[src/rtl/shift_add_mul_pkg.sv]
package shift_add_mul_pkg;
  // binary state code; decoder index equals code
  typedef enum logic [1:0] {
    ST_IDLE = 2'b00,
    ST_MUL0 = 2'b01,
    ST_MUL1 = 2'b10
  } mul_state_e;

  localparam int unsigned NUM_CODES = 4;
endpackage

[src/rtl/mul_ctrl.sv]
module mul_ctrl
  import shift_add_mul_pkg::*;
(
  input  logic clk_i,
  input  logic rst_ni,
  input  logic go_i,
  input  logic zero_i,
  input  logic q0_i,
  output logic start_o,
  output logic add_o,
  output logic clear_c_o,
  output logic shift_dec_o,
  output logic idle_o
);
  logic [1:0]           state_q, state_d;
  logic [NUM_CODES-1:0] dec;

  // state decoder
  for (genvar i = 0; i < NUM_CODES; i++) begin : g_dec
    assign dec[i] = (state_q == 2'(i));
  end

  logic st_idle, st_mul0, st_mul1;
  assign st_idle = dec[ST_IDLE];
  assign st_mul0 = dec[ST_MUL0];
  assign st_mul1 = dec[ST_MUL1];

  assign start_o     = st_idle & go_i;
  assign add_o       = st_mul0 & q0_i;
  assign clear_c_o   = start_o | st_mul1;
  assign shift_dec_o = st_mul1;
  assign idle_o      = st_idle;

  always_comb begin
    state_d[1] = st_mul0;
    state_d[0] = start_o | (st_mul1 & ~zero_i);
  end

  always_ff @(posedge clk_i or negedge rst_ni) begin
    if (!rst_ni) state_q <= ST_IDLE;
    else         state_q <= state_d;
  end


  mul0_to_mul1_chk: assert property (@(posedge clk_i) disable iff (!rst_ni)
    st_mul0 |=> st_mul1);

  unused_code_chk: assert property (@(posedge clk_i) disable iff (!rst_ni)
    $onehot(dec) && !dec[3]);

  last_pair_exit_chk: assert property (@(posedge clk_i) disable iff (!rst_ni)
    st_mul1 && zero_i |=> st_idle);

  go_busy_ignored_chk: assert property (@(posedge clk_i) disable iff (!rst_ni)
    !st_idle && go_i |=> !st_mul0 || $past(st_mul1));
endmodule

[src/rtl/mul_counter.sv]
module mul_counter #(
  parameter int unsigned WIDTH = 8,
  localparam int unsigned CNT_W = (WIDTH > 2) ? $clog2(WIDTH) : 1
) (
  input  logic clk_i,
  input  logic rst_ni,
  input  logic init_i,
  input  logic dec_i,
  output logic zero_o
);
  localparam logic [CNT_W-1:0] P_INIT = CNT_W'(WIDTH - 1);

  logic [CNT_W-1:0] p_q;

  always_ff @(posedge clk_i or negedge rst_ni) begin
    if (!rst_ni)     p_q <= '0;
    else if (init_i) p_q <= P_INIT;
    else if (dec_i)  p_q <= p_q - 1'b1;
  end

  assign zero_o = (p_q == '0);


  count_load_chk: assert property (@(posedge clk_i) disable iff (!rst_ni)
    init_i |=> p_q == P_INIT);

  count_step_chk: assert property (@(posedge clk_i) disable iff (!rst_ni)
    dec_i && !init_i && !zero_o |=> !zero_o || $past(p_q) == CNT_W'(1));
endmodule

[src/rtl/mul_dpath.sv]
module mul_dpath #(
  parameter int unsigned WIDTH = 8
) (
  input  logic               clk_i,
  input  logic               rst_ni,
  input  logic               load_b_i,
  input  logic               load_q_i,
  input  logic [WIDTH-1:0]   data_i,
  input  logic               init_i,
  input  logic               add_i,
  input  logic               clear_c_i,
  input  logic               shift_i,
  output logic               q0_o,
  output logic [2*WIDTH-1:0] product_o
);
  logic [WIDTH-1:0] b_q, a_q, q_q;
  logic             c_q;
  logic [WIDTH:0]   sum;

  assign sum = {1'b0, a_q} + {1'b0, b_q};

  always_ff @(posedge clk_i or negedge rst_ni) begin
    if (!rst_ni)       b_q <= '0;
    else if (load_b_i) b_q <= data_i;
  end

  always_ff @(posedge clk_i or negedge rst_ni) begin
    if (!rst_ni)      a_q <= '0;
    else if (init_i)  a_q <= '0;
    else if (add_i)   a_q <= sum[WIDTH-1:0];
    else if (shift_i) a_q <= {c_q, a_q[WIDTH-1:1]};
  end

  always_ff @(posedge clk_i or negedge rst_ni) begin
    if (!rst_ni)        c_q <= 1'b0;
    else if (clear_c_i) c_q <= 1'b0;
    else if (add_i)     c_q <= sum[WIDTH];
  end

  always_ff @(posedge clk_i or negedge rst_ni) begin
    if (!rst_ni)       q_q <= '0;
    else if (load_q_i) q_q <= data_i;
    else if (shift_i)  q_q <= {a_q[0], q_q[WIDTH-1:1]};
  end

  assign q0_o      = q_q[0];
  assign product_o = {a_q, q_q};


  carry_clear_chk: assert property (@(posedge clk_i) disable iff (!rst_ni)
    clear_c_i |=> !c_q);

  carry_into_a_chk: assert property (@(posedge clk_i) disable iff (!rst_ni)
    shift_i && !init_i |=> a_q[WIDTH-1] == $past(c_q));

  skip_add_chk: assert property (@(posedge clk_i) disable iff (!rst_ni)
    !add_i && !shift_i && !init_i |=> $stable(a_q));
endmodule

[src/rtl/shift_add_mul.sv]
module shift_add_mul #(
  parameter int unsigned WIDTH = 8
) (
  input  logic               clk_i,
  input  logic               rst_ni,
  input  logic               go_i,
  input  logic               load_b_i,
  input  logic               load_q_i,
  input  logic [WIDTH-1:0]   data_i,
  output logic [2*WIDTH-1:0] product_o,
  output logic               busy_o
);
  logic start, add, clear_c, shift_dec, idle, zero, q0;

  mul_ctrl i_ctrl (
    .clk_i      (clk_i),
    .rst_ni     (rst_ni),
    .go_i       (go_i),
    .zero_i     (zero),
    .q0_i       (q0),
    .start_o    (start),
    .add_o      (add),
    .clear_c_o  (clear_c),
    .shift_dec_o(shift_dec),
    .idle_o     (idle)
  );

  mul_counter #(.WIDTH(WIDTH)) i_counter (
    .clk_i (clk_i),
    .rst_ni(rst_ni),
    .init_i(start),
    .dec_i (shift_dec),
    .zero_o(zero)
  );

  mul_dpath #(.WIDTH(WIDTH)) i_dpath (
    .clk_i    (clk_i),
    .rst_ni   (rst_ni),
    .load_b_i (load_b_i),
    .load_q_i (load_q_i),
    .data_i   (data_i),
    .init_i   (start),
    .add_i    (add),
    .clear_c_i(clear_c),
    .shift_i  (shift_dec),
    .q0_o     (q0),
    .product_o(product_o)
  );

  assign busy_o = ~idle;


  start_busy_chk: assert property (@(posedge clk_i) disable iff (!rst_ni)
    !busy_o && go_i |=> busy_o);

  idle_hold_chk: assert property (@(posedge clk_i) disable iff (!rst_ni)
    !busy_o && !go_i && !load_q_i |=> $stable(product_o));
endmodule

[config.mk]
export PLATFORM = sky130hd
export DESIGN_NAME = shift_add_mul
export DESIGN_NICKNAME = d
export VERILOG_FILES = /design/src/rtl/shift_add_mul_pkg.sv /design/src/rtl/mul_ctrl.sv /design/src/rtl/mul_counter.sv /design/src/rtl/mul_dpath.sv /design/src/rtl/shift_add_mul.sv
export SDC_FILE = /design/constraint.sdc
export NUM_CORES = 1
export LEC_CHECK = 0
export BUFFER_PORTS_ARGS = -buffer_cell sky130_fd_sc_hd__buf_2
export CORE_MARGIN = 4
export CORE_UTILIZATION = 31
export CTS_BUF_LIST = sky130_fd_sc_hd__clkbuf_4
export CTS_CLUSTER_SIZE = 24
export DETAILED_ROUTE_END_ITERATION = 8
export SETUP_SLACK_MARGIN = 0.05
export SLEW_MARGIN = 20
export SYNTH_ARGS = -nofsm -noshare
export SYNTH_HDL_FRONTEND = slang
export SYNTH_SLANG_ARGS = --single-unit
[constraint.sdc]
create_clock -name clk_i -period 2.04 [get_ports clk_i]
set_clock_uncertainty 0.05 [all_clocks]
set_input_delay 0.306 -clock clk_i [delete_from_list [all_inputs] [get_ports clk_i]]
set_output_delay 0.306 -clock clk_i [all_outputs]
set_load 0.01 [all_outputs]
==> flow_metrics.tcl <==
set metrics [dict create \
    layout.nets 229 \
    cts_tree "built" \
    ys_seq_area_share_pct 42.3 \
    fp.dieArea_um2 6990 \
    dp_slack_ns 0.159 \
    cts.clk_slew.worst_paths_ns 0.11 \
    seq_area_um2 751 \
    p_clk_share_pct 22.6 \
    final_cells 278 \
    fmax_ghz 0.523 \
    cp-end-kind "flip-flop" \
    worstPathArrival_ns 2.14 \
    finalHoldViolCount 0 \
    antenna_found_initial 0 \
    dr.pass1.iters 4 \
    syn-num-nets 196 \
    synth_area_um2 1770 \
    yosysTopAreaCellShare_pct 42.3 \
    fp.dieH_um 83.6 \
    viasPerCell 5.01 \
    synth_area_leaders "dfrtp_1, ha_1, mux2i_1" \
    overflow 0 \
    cts_made_buffers 5 \
    core_um2 5540 \
    synth_top_area_cell "dfrtp_1" \
    die_x_um 83.6 \
    synth_flop_cell "dfrtp_1" \
    syn_avg_cell_area_um2 10.3 \
    root_buffer "clkbuf_4" \
    drt-total-wl_um 4010 \
    hold_slack_ns 0.148 \
    drt_iter0_drc 74 \
    postRouteAntennaNets 0 \
    ctsHtreeMaxLevel 2 \
    power.density_nw_per_um2 1270 \
    p_leak_nw 0.957 \
    vdd_ir_drop_max_mv 0.485 \
    synthCells 172 \
    ios 30 \
    start_util_pct 32.0 \
    dp_cells 269 \
    final_layout_size_suffix_gt1_share_pct 29.1 \
    period_share_pct 93.7 \
    yosys-top-cells-count "dfrtp_1, o21ai_0, nand2_1" \
    syn_to_final_growth_pct 18.6 \
    max_slew_margin_pct 54.9 \
    route.detailed.drc 0 \
    grt_pass1_vias 1411 \
    seqPwrFrac_pct 35.3 \
    yosysMostFrequentCell "dfrtp_1" \
    period_needed_ns 1.91 \
    yosysUniqueCellTypes 47 \
    antenna_cells 0 \
    clockBufferDepth 2 \
    fin_setup_tns_ns 0 \
    cts_sinks 30 \
    wl_per_cell_um 14.4 \
    p_sw_mw 1.01 \
    grt_use_met2_pct 17.4 \
    swShare_pct 37.9 \
    outcome "complete, no violations" \
    p_int_mw 1.65 \
    grt_busiest_layer "met1" \
    grt_pass1_wl_um 6980 \
    num_rows 27 \
    setup_viol 0 \
    start_kind "flip-flop" \
    synth_warnings 0 \
    hpwl_um 2960 \
    worst_slack_ns 0.128 \
    worstPathRequired_ns 2.27 \
    synth-async-reset-ratio_pct 100 \
    gr-usage-met3_pct 3.65 \
    ys_ff_latch 30 \
    fillerInstances 573 \
    path_class "flip-flop to flip-flop" \
    drv_slew 0 \
    track_usage_pct 12.3 \
    comb_power_share_pct 42.1 \
    dr_total_vias 1393 \
    hp-class "input port to flip-flop" \
    synth_enable_flop_cells 0 \
    multi_input_area_um2 952 \
    tightestPinTransition_ns 0.676 \
    cp_max_fo 3 \
    grt_max_degree 31 \
    post-route-util_pct 37.9 \
    rsz0062_at_grt "true" \
    insertion_delay_ns 0.34 \
    use_met1_pct 17.7 \
    placement.io_buffers 29 \
    routabilityCongestion 0.802 \
    cap_violations 0 \
]
[worst max-delay path: stages (launching register included)]
cell	delay (ns)
dfrtp_1	0.37
ha_2	0.21
inv_1	0.06
fa_1	0.39
nor2b_2	0.16
o31a_1	0.21
mux2_2	0.34
nand3_1	0.08
[power by group through the flow]
stage	clock network, mW	logic (mW)	registers, mW
2_1_floorplan	0	0.844	0.907
3_5_place_dp	0	1.11	0.954
4_1_cts	0.617	1.12	0.941
5_1_grt	0.654	1.27	0.969
6_report	0.603	1.12	0.939
3_3_place_gp	0	1.11	0.952
[metrics by stage]
step / area [µm²] / power (mW)
detailed placement: 1980 / 2.07
finish: 2100 / 2.66
CTS: 2090 / 2.68
floorplan: 1770 / 1.75
global placement: 1980 / 2.06
global route: 2100 / 2.89
[cell families after synthesis]
| kind of cell | count (synthesis) | share of synthesized area, % |
|---|---|---|
| compound gates | 45 | 17.6 |
| fa+ha+maj | 11 | 8.19 |
| buf+inv | 15 | 4.52 |
| flops | 30 | 42.3 |
| mux | 18 | 10.7 |
| simple gates | 53 | 16.7 |
[per-layer routing]
layer | part of all wire [%] | routed length (µm) | vias to the layer above
li1 | - | - | 694
met1 | 51 | 2040 | 653
met2 | 42 | 1670 | 39
met3 | 6.2 | 248 | 7
met4 | 1.5 | 59 | 0
met5 | 0 | 0 | -
[layout make-up]
cell class | instances | share of cell area (%)
Timing Repair Buffer | 33 | 8.45
Tap cell | 72 | 4.29
Clock buffer | 5 | 1.79
Multi-Input combinational cell | 127 | 45.3
Sequential cell | 30 | 35.7
Clock inverter | 3 | 3.04
Inverter | 8 | 1.43
[cell usage in the layout, fill, tap and decap left out, types with 3 or more instances in the layout]
cell      netlist  layout
a221o_1         3       3
mux2i_1        10      10
inv_1           8       8
buf_2           0      29
a21oi_1         5       5
buf_4           2       3
a221oi_1        3       3
clkbuf_4        0       5
mux2_2          8       8
nor2_1          8       8
ha_1           10       9
o21ai_0        15      15
nand2b_1        3       3
nand2_1        13      13
nand3_1         6       6
dfrtp_1        30      30
nor3_1          6       6
[timing repair]
item | 4_1_cts | 5_1_grt
buffers inserted | 0 | 0
hold buffers | 1 | 0
endpoints found under the setup margin | 0 | 3
gates resized for setup | 0 | 3
endpoints found under the hold margin | 30 | 0
[flip-flops by register name, summed over array words and instances, names as in the netlist]
register and cells:
i_dpath.c_q 1, i_ctrl.state_q 2, i_dpath.q_q 8, i_counter.p_q 3, i_dpath.b_q 8, i_dpath.a_q 8
[final timing paths]
kind	slack (ns)	end	cells past startpoint	from
setup / recovery	0.13	i_dpath.a_q[6]$_DFFE_PN0P_	7	i_dpath.b_q[0]$_DFFE_PN0P_
hold / removal	0.15	i_dpath.q_q[5]$_DFFE_PN0P_	3	data_i[5]
setup reg to reg	0.13	i_dpath.a_q[6]$_DFFE_PN0P_	7	i_dpath.b_q[0]$_DFFE_PN0P_
hold reg to reg	0.48	i_counter.p_q[0]$_DFFE_PN0P_	3	i_counter.p_q[0]$_DFFE_PN0P_
max in group asynchronous	1.00	i_dpath.q_q[4]$_DFFE_PN0P_	2	rst_ni
min in group asynchronous	0.48	i_dpath.a_q[2]$_DFFE_PN0P_	2	rst_ni
(Power assumes the default switching activity.)
